**src/rtl/mac_ci_pkg.sv**
```systemverilog
package mac_ci_pkg;
  typedef enum logic [1:0] {
    ST_IDLE = 2'd0,
    ST_MUL  = 2'd1,
    ST_ADD  = 2'd2
  } mac_state_e;
endpackage

```
**src/rtl/mac_regfile.sv**
```systemverilog
module mac_regfile #(
  parameter int DATA_W  = 32,
  parameter int IDX_W   = 5,
  parameter int ACC_IDX = 0
) (
  input  logic              clk,
  input  logic              reset,
  input  logic              en,
  input  logic [IDX_W-1:0]  ra_idx,
  input  logic [IDX_W-1:0]  rb_idx,
  input  logic              we,
  input  logic [IDX_W-1:0]  w_idx,
  input  logic [DATA_W-1:0] w_data,
  output logic [DATA_W-1:0] ra_data,
  output logic [DATA_W-1:0] rb_data,
  output logic [DATA_W-1:0] acc_data
);
  localparam int NREGS = 1 << IDX_W;

  logic [DATA_W-1:0] regs [NREGS];

  always_ff @(posedge clk) begin
    if (reset) begin
      for (int i = 0; i < NREGS; i++) regs[i] <= '0;
    end else if (en && we) begin
      regs[w_idx] <= w_data;
    end
  end

  assign ra_data  = regs[ra_idx];
  assign rb_data  = regs[rb_idx];
  assign acc_data = regs[ACC_IDX];
endmodule

```
**src/rtl/mac_ctrl.sv**
```systemverilog
module mac_ctrl
  import mac_ci_pkg::*;
#(
  parameter int IDX_W = 5
) (
  input  logic             clk,
  input  logic             reset,
  input  logic             en,
  input  logic             start,
  input  logic             to_host_i,
  input  logic [IDX_W-1:0] sel_c_i,
  output logic             cap_o,
  output logic             mul_o,
  output logic             fin_o,
  output logic             busy_o,
  output logic             done_o,
  output logic             host_q_o,
  output logic [IDX_W-1:0] dst_q_o
);
  mac_state_e state_q;

  assign cap_o  = (state_q == ST_IDLE) && start;
  assign mul_o  = (state_q == ST_MUL);
  assign fin_o  = (state_q == ST_ADD);
  assign busy_o = (state_q != ST_IDLE);

  always_ff @(posedge clk) begin
    if (reset) begin
      state_q  <= ST_IDLE;
      done_o   <= 1'b0;
      host_q_o <= 1'b0;
      dst_q_o  <= '0;
    end else if (en) begin
      done_o <= fin_o;
      unique case (state_q)
        ST_IDLE: if (start) begin
          state_q  <= ST_MUL;
          host_q_o <= to_host_i;
          dst_q_o  <= sel_c_i;
        end
        ST_MUL:  state_q <= ST_ADD;
        ST_ADD:  state_q <= ST_IDLE;
        default: state_q <= ST_IDLE;
      endcase
    end
  end
endmodule

```
**src/rtl/mac_datapath.sv**
```systemverilog
module mac_datapath #(
  parameter int DATA_W = 32
) (
  input  logic              clk,
  input  logic              reset,
  input  logic              en,
  input  logic              cap,
  input  logic              mul,
  input  logic              fin,
  input  logic              ext_a,
  input  logic              ext_b,
  input  logic [DATA_W-1:0] opnd_a_in,
  input  logic [DATA_W-1:0] opnd_b_in,
  input  logic [DATA_W-1:0] rf_a,
  input  logic [DATA_W-1:0] rf_b,
  input  logic [DATA_W-1:0] acc_in,
  output logic [DATA_W-1:0] sum_o,
  output logic [DATA_W-1:0] res_o
);
  logic [DATA_W-1:0] opa_q, opb_q, prod_q;

  assign sum_o = acc_in + prod_q;

  always_ff @(posedge clk) begin
    if (reset) begin
      opa_q  <= '0;
      opb_q  <= '0;
      prod_q <= '0;
      res_o  <= '0;
    end else if (en) begin
      if (cap) begin
        opa_q <= ext_a ? opnd_a_in : rf_a;
        opb_q <= ext_b ? opnd_b_in : rf_b;
      end
      if (mul) prod_q <= opa_q * opb_q;
      if (fin) res_o  <= sum_o;
    end
  end
endmodule

```
**src/rtl/mac_ci_unit.sv**
```systemverilog
module mac_ci_unit #(
  parameter int DATA_W  = 32,
  parameter int IDX_W   = 5,
  parameter int ACC_IDX = 0
) (
  input  logic              clk,
  input  logic              reset,
  input  logic              clk_en,
  input  logic              start,
  input  logic              use_a_ext,
  input  logic              use_b_ext,
  input  logic              to_host,
  input  logic [IDX_W-1:0]  sel_a,
  input  logic [IDX_W-1:0]  sel_b,
  input  logic [IDX_W-1:0]  sel_c,
  input  logic [DATA_W-1:0] opnd_a_in,
  input  logic [DATA_W-1:0] opnd_b_in,
  output logic              done,
  output logic [DATA_W-1:0] res_out
);
  localparam logic [IDX_W-1:0] ACC_SEL = IDX_W'(ACC_IDX);

  logic              cap, mul, fin, busy, host_q;
  logic [IDX_W-1:0]  dst_q, wr_idx;
  logic [DATA_W-1:0] rf_a, rf_b, acc_val, sum, wr_data;

  assign wr_idx  = host_q ? ACC_SEL : dst_q;
  assign wr_data = host_q ? '0 : sum;

  mac_ctrl #(.IDX_W(IDX_W)) u_ctrl (
    .clk(clk), .reset(reset), .en(clk_en), .start(start),
    .to_host_i(to_host), .sel_c_i(sel_c),
    .cap_o(cap), .mul_o(mul), .fin_o(fin), .busy_o(busy),
    .done_o(done), .host_q_o(host_q), .dst_q_o(dst_q)
  );

  mac_regfile #(.DATA_W(DATA_W), .IDX_W(IDX_W), .ACC_IDX(ACC_IDX)) u_rf (
    .clk(clk), .reset(reset), .en(clk_en),
    .ra_idx(sel_a), .rb_idx(sel_b),
    .we(fin), .w_idx(wr_idx), .w_data(wr_data),
    .ra_data(rf_a), .rb_data(rf_b), .acc_data(acc_val)
  );

  mac_datapath #(.DATA_W(DATA_W)) u_dp (
    .clk(clk), .reset(reset), .en(clk_en),
    .cap(cap), .mul(mul), .fin(fin),
    .ext_a(use_a_ext), .ext_b(use_b_ext),
    .opnd_a_in(opnd_a_in), .opnd_b_in(opnd_b_in),
    .rf_a(rf_a), .rf_b(rf_b), .acc_in(acc_val),
    .sum_o(sum), .res_o(res_out)
  );
endmodule

```
**config.mk**
```make
export PLATFORM = sky130hd
export DESIGN_NAME = mac_ci_unit
export DESIGN_NICKNAME = d
export VERILOG_FILES = /design/src/rtl/mac_ci_pkg.sv /design/src/rtl/mac_regfile.sv /design/src/rtl/mac_ctrl.sv /design/src/rtl/mac_datapath.sv /design/src/rtl/mac_ci_unit.sv
export SDC_FILE = /design/constraint.sdc
export NUM_CORES = 2
export LEC_CHECK = 0
export BUFFER_PORTS_ARGS = -buffer_cell sky130_fd_sc_hd__buf_2
export CORE_ASPECT_RATIO = 0.5
export CORE_MARGIN = 2
export CORE_UTILIZATION = 25
export DETAILED_ROUTE_END_ITERATION = 16
export HOLD_SLACK_MARGIN = 0.06
export SYNTH_ARGS = -nofsm -noshare
export SYNTH_HDL_FRONTEND = slang
export SYNTH_SLANG_ARGS = --single-unit
```
**constraint.sdc**
```tcl
create_clock -name clk -period 7.25 [get_ports clk]
set_input_delay 0.3625 -clock clk [delete_from_list [all_inputs] [get_ports clk]]
set_output_delay 0.3625 -clock clk [all_outputs]
set_load 0.05 [all_outputs]
```
### Word-level counts from Yosys, hierarchy flattened

Memory sizes are Yosys's and may differ from the RTL's.
Index checks and enable logic that the tools add are counted.

* register bits: 137
* memory bits (writable): 1024
* bits of input ports: 86
* output and inout bits: 33
* word-level logic and storage cells: 37
* memories kept: 1

* add/subtract/negate cells: 1
* multiply operators: 1
* equal/unequal tests: 3
* mux-type cells: 14
* reductions and logical operators: 9

Memory list
* u_rf.regs: depth 32, bits a word 32, read ports 3, clocked after memory_dff 0, write ports 32, line mac_regfile.sv:20 `logic [DATA_W-1:0] regs [NREGS];`

Operators by type and width (count)
* 32-bit two-way mux: 4
* 32-bit adder: 1
* 32-bit by 32-bit multiplier with 32-bit output: 1
* 32-bit OR reduction: 1
* 5-bit two-way mux: 2
* 2-bit AND reduction: 4
* 1-bit two-way mux: 6
* 2-bit one-hot mux with 2 select lines: 1
* 3-bit AND reduction: 1
* 2-bit by 1-bit equality test with 1-bit output, second input constant: 1
* 2-bit equality test, second input constant: 1
* 1-bit logical AND: 2
* 2-bit zero test: 1
* 2-bit two-way mux: 1
* 2-bit inequality test, second input constant: 1

### Longest topological paths before layout

* word-level depth: 7
* mapped depth: 27
* gate-level depth less buffers: 25

### By module

From an unflattened synthesis, not the netlist that was laid out.

* cell total of the unflattened synthesis: 7217
* area total of the unflattened synthesis: 79238.5 um^2

Modules (own cells, without submodules)
* mac_regfile: times used 1, cells each 4640, area each 56306.5 um^2
* mac_datapath: times used 1, cells each 2494, area each 22223.8 um^2
* mac_ctrl: times used 1, cells each 43, area each 425.4 um^2
* mac_ci_unit: times used 1, cells each 40, area each 282.8 um^2

### Least setup slack after synthesis

OpenSTA, ideal clock, no wires.

* path kind: register to register
* start: register u_dp.opa_q[13]
* end: register u_dp.prod_q[31]
* library setup time: 0.086 ns
* data arrival time: 6.809 ns
* data required time: 7.164 ns
* slack: 0.355 ns
* stages on the path, launching flop included: 27
* path buffers: 2
* period minus slack after synthesis: 6.895 ns
* path through: dfxtp_1 -> clkbuf_1 -> clkbuf_1 -> nand2_1 -> fa_1 -> inv_1 -> fa_1 -> inv_1 -> fa_1 -> inv_1 -> fa_1 -> inv_1 -> fa_1 -> inv_1 -> fa_1 -> fa_1 -> fa_1 -> ha_1 -> nand4_1 -> inv_1 -> a211o_1 -> a41oi_1 -> o21ai_0 -> o211a_1 -> a211o_1 -> xnor2_1 -> a211oi_1

* word-level cells in the longest chain between the ends: 1

Ends and longest elaborated chain
* from (decl): line mac_datapath.sv:20 `logic [DATA_W-1:0] opa_q, opb_q, prod_q;`
* from (signal assigned): line mac_datapath.sv:32 `opa_q <= ext_a ? opnd_a_in : rf_a;`
* 32-bit by 32-bit multiplier with 32-bit output: line mac_datapath.sv:35 `if (mul) prod_q <= opa_q * opb_q;`
* to (signal assigned): line mac_datapath.sv:35
* to (decl): line mac_datapath.sv:20

No other way between the ends.
A chain may end at the register's enable or synchronous reset.

### Worst setup path in the final report

* start: register u_dp.opb_q[13]
* end: register u_dp.prod_q[31]

* word-level cells in the longest chain between the ends: 1

Ends and longest elaborated chain
* from (decl): line mac_datapath.sv:20
* from (signal assigned): line mac_datapath.sv:33 `opb_q <= ext_b ? opnd_b_in : rf_b;`
* 32-bit by 32-bit multiplier with 32-bit output: line mac_datapath.sv:35

No other way between the ends.

==> results.md <==
* #FFs+latches synth at 1161
* Chip width at 774 microns
* Clock slew at reported path FFs at around 0.060 ns
* Dpl ws at 0.00186 ns
* Reg-to-reg startpoint: u_dp.opb_q[13]
* Die ar. at around 300000 sq um
* WP depth at 22
* Area delta synth->final at 13.9%
* Crit path required time at 7.94 ns
* Sink Count at 1161
* Hold WS at 0.103 ns
* DP HPWL at 156 mm
* Post-Synth Adder-Cell Area at 0.136
* Iteration-0 DRC count of the detailed router at 5995
* Layout Nets at 6538
* Max_slew headroom at 0.250
* Final slew viol count at 0
* Worst Skew at about 0.032 ns
* Post-Route WL at 244 mm
* Unrepaired setup endpoints after global routing: true
* Outcome: complete, no violations
* FF-to-FF End: u_dp.prod_q[31]
* Gpl congestion at between 0.8 and 0.9
* Pleak at about 0.031 uW
* Post-synthesis sequential area ratio at 0.452
* Worst-Margin Slew at 1.13 ns
* Buf+Inv Stages, Crit Path at 3
* Final worst-path cycle share at 0.970
* CP peak stage delay at 0.58 ns
* Worst Setup End Kind: flip-flop
* CORE AREA at between 200000 and 300000 sq um
* Vias in the first global route at 51300
* Synth Area in Compound Gates at 0.0283
* Synth cell types at between 60 and 70
* Cell Chain, Critical Path: buf_4 -> and2_1 -> fa_1 -> inv_1 -> fa_1 -> fa_1 -> inv_1 -> fa_1 -> fa_1 -> fa_1 -> fa_1 -> fa_1 -> ha_1 -> and3_1 -> o21a_1 -> a211o_1 -> a41oi_2 -> o21ai_0 -> o211a_1 -> a211o_1 -> xnor2_1 -> a211oi_1
* Multi-input logic area at 37400 sq um
* Buffers on Ports at 118
* Power density over the cells at 195 nW/um^2
* DRC at 0
* Pin count of the biggest net entering global routing at 77
* Wire length of the first global-routing pass at approximately 350 mm
* Cell area after synthesis at 74100 sq um
* CP Class: reg -> reg
* Worst setup SP type: flip-flop
* Post-synth EDFFs at 1024
* Worst Reg-to-Reg Cells at 22
* Simple-Gate Fraction of Synth Area at 0.120
* Grt total ovfl at 0
* Clock tree buffer depth at 3
* Post-route ant nets at 0
* Worst setup path end: u_dp.prod_q[31]
* R2r setup slk at 0.22 ns
* Peak VDD IR at 0.183 mV
* Async set-or-reset flop fraction in the synthesized netlist at 0
* # rows at 141
* DR pass1 iterations at 5
* FF+latch area at around 34000 sq um
* CTS Root Buffer Type: clkbuf_16
* Syn nets at 6546
* Max cap viols at 0
* Worst setup margin at 0.219 ns
* GRT Util Overall at 0.159
* Starting Density at 0.251
* Final core utilization at 0.286
* Main combinational cell family by area after synthesis: multiplexers
* WL per Instance at 24.5 microns
* Synth warn at 0
* Mapped Cells at 5897
* CTS tree: yes
* Minimum clock period at 7.03 ns
* Final setup fails at 0
* Most used cell, CP: fa_1
* Fmax at ~0.14 GHz
* H-tree levels at 4
* Critical Path Source: u_dp.opb_q[13]
* Setup_tns at 0 ns
* Setup Fix Bufs, Post-CTS at 0
* Initial antenna violation count at 2
* Syn Area/Cell at approximately 13 sq um
* Final Hold Viols at 0
* Highest-delay cell along the critical path: fa_1
* Post-synthesis xor/xnor area fraction at 0.0132
* Die height at 389 microns
* TritonCTS Buffers at 133
* Hold Path Class: in -> reg
* Via total after detailed routing at ~50000
* I/O pin cnt at 119
* Clock insertion delay at the later pin of the skew report at roughly 0.79 ns
* Layout cells sized above 1 at 0.210
* Final-layout fill cell count at between 20000 and 30000
* WP data arrival at ~7.7 ns
* CP max FO at 12
* Multiplexer share of the synthesized area at 0.203
* Ys flop type: edfxtp_1
* Top delay family on crit path: adder cells
* Number of vias per cell at 5.05
==> layout make-up <==
cell class | count | share of cell area
flip-flops and latches | 1161 | 0.397
diodes | 2 | 0.0000593
well taps | 3932 | 0.0583
clock inverters | 72 | 0.00842
repair buffers | 361 | 0.0326
inverters | 390 | 0.0173
multi-input cells | 3842 | 0.443
clock buffers | 171 | 0.0429
==> cells by family after synthesis <==
group	after synthesis
AOI/OAI and AO/OA	357
muxes	705
DFF	1161
xor gates and xnor gates	111
adders and majority gates	563
buffers and inverters	894
and+or+nand+nor	2106
==> placed cells by master (no fill, tap or decap), types with 16 or more instances in the layout <==
master,count
o21ai_0,85
dlygate4sd3_1,22
ha_1,154
a21oi_1,161
nand2b_1,27
buf_12,16
nand2_1,586
xor2_1,25
nor2_1,1093
dfxtp_1,122
edfxtp_1,1024
clkinv_2,17
inv_1,390
clkbuf_16,137
clkinv_1,27
and2_1,277
mux2i_1,65
xnor2_1,73
fa_1,409
buf_4,203
mux4_2,640
buf_2,109
a21o_1,31
nor3_1,16
clkbuf_1,27
nand2b_2,29
==> worst min-delay path by stage <==
stage          slack, ns        endpoint  cells after the start      startpoint
2_1_floorplan       0.44  u_dp.prod_q[7]                      2  u_dp.prod_q[7]
3_3_place_gp        0.44  u_dp.res_o[11]                      2  u_dp.res_o[11]
3_5_place_dp        0.45  u_dp.res_o[10]                      2  u_dp.res_o[10]
4_1_cts             0.07   u_dp.opa_q[0]                      5    opnd_a_in[0]
5_1_grt             0.09   u_dp.opb_q[4]                      5    opnd_b_in[4]
6_report            0.10  u_dp.opa_q[20]                      5   opnd_a_in[20]
==> what timing repair did <==
action | in CTS | in global routing
endpoints found under the setup margin | 1 | 6
hold buffers | 22 | 0
gates resized for setup | 1 | 23
endpoints found under the hold margin | 24 | 0
==> metal layers <==
layer / track usage / wire length [microns]
met5: 0 / 14
met1: 0.193 / 89300
met4: 0.0697 / 11900
met3: 0.0280 / 21500
met2: 0.276 / 121000
==> where the power goes <==
part | internal, uW | switching [uW] | leakage [uW] | total [uW]
clock network | 3970 | 2860 | 0.00211 | 6830
registers | 7480 | 160 | 0.0117 | 7640
logic | 794 | 1210 | 0.0168 | 2000
total | 12200 | 4230 | 0.0307 | 16500
==> worst reg2reg max path, delay by kind of cell (launching register included) <==
kind | cells | cell delay (ns)
AO/OA/AOI/OAI | 7 | 1.46
XOR/XNOR | 1 | 0.13
adder cells (fa/ha/maj) | 9 | 4.14
buffers and inverters | 3 | 0.38
flip-flops | 1 | 0.47
AND/OR/NAND/NOR | 2 | 0.33
==> metrics by stage <==
stage	cell area [sq um]	cells	power, uW
global placement	79800	9664	9700
detailed placement	79800	9664	9730
finish	84400	9931	16500
floorplan	74100	5897	8940
CTS	84400	9929	16500
global route	84400	9930	16900
==> state kept, by name (all words and copies together) (netlist names) <==
name and cells:
u_dp.prod_q 32, u_ctrl.state_q 2, u_dp.opb_q 32, u_ctrl.dst_q_o 5, u_dp.res_o 32, u_rf.regs 1024, u_ctrl.done_o 1, u_dp.opa_q 32
u_ctrl.host_q_o 1
==> cells in the mapped netlist (all sizes together), types with 2 or more instances <==
library cell	instances	area share
buf	128	0.0078
nand4b	2	0.00024
nand2b	59	0.0050
dfxtp	137	0.037
edfxtp	1024	0.41
a211oi	11	0.0012
nand3b	5	0.00051
nor2b	2	0.00017
nand4	5	0.00042
a31oi	5	0.00042
nor4	5	0.00042
and2	277	0.023
mux4	640	0.19
or4	4	0.00041
clkbuf	376	0.019
nor3b	3	0.00030
fa	409	0.11
o21bai	9	0.00091
nor2	1094	0.055
xnor2	82	0.0097
inv	390	0.020
o221ai	2	0.00024
a2111oi	3	0.00035
a21o	31	0.0031
nand2	599	0.030
o21ai	89	0.0060
a21boi	2	0.00020
a41oi	3	0.00035
o211ai	2	0.00020
o21a	13	0.0013
nand3	15	0.0010
a211o	8	0.00095
o211a	2	0.00027
mux2i	65	0.0088
or3	3	0.00025
or2	7	0.00059
a22o	2	0.00024
o31ai	4	0.00047
o41ai	2	0.00024
and3	7	0.00059
nor3	17	0.0012
ha	154	0.026
xor2	29	0.0035
a21oi	163	0.011
No activity file was read; power rests on OpenSTA's default activity.
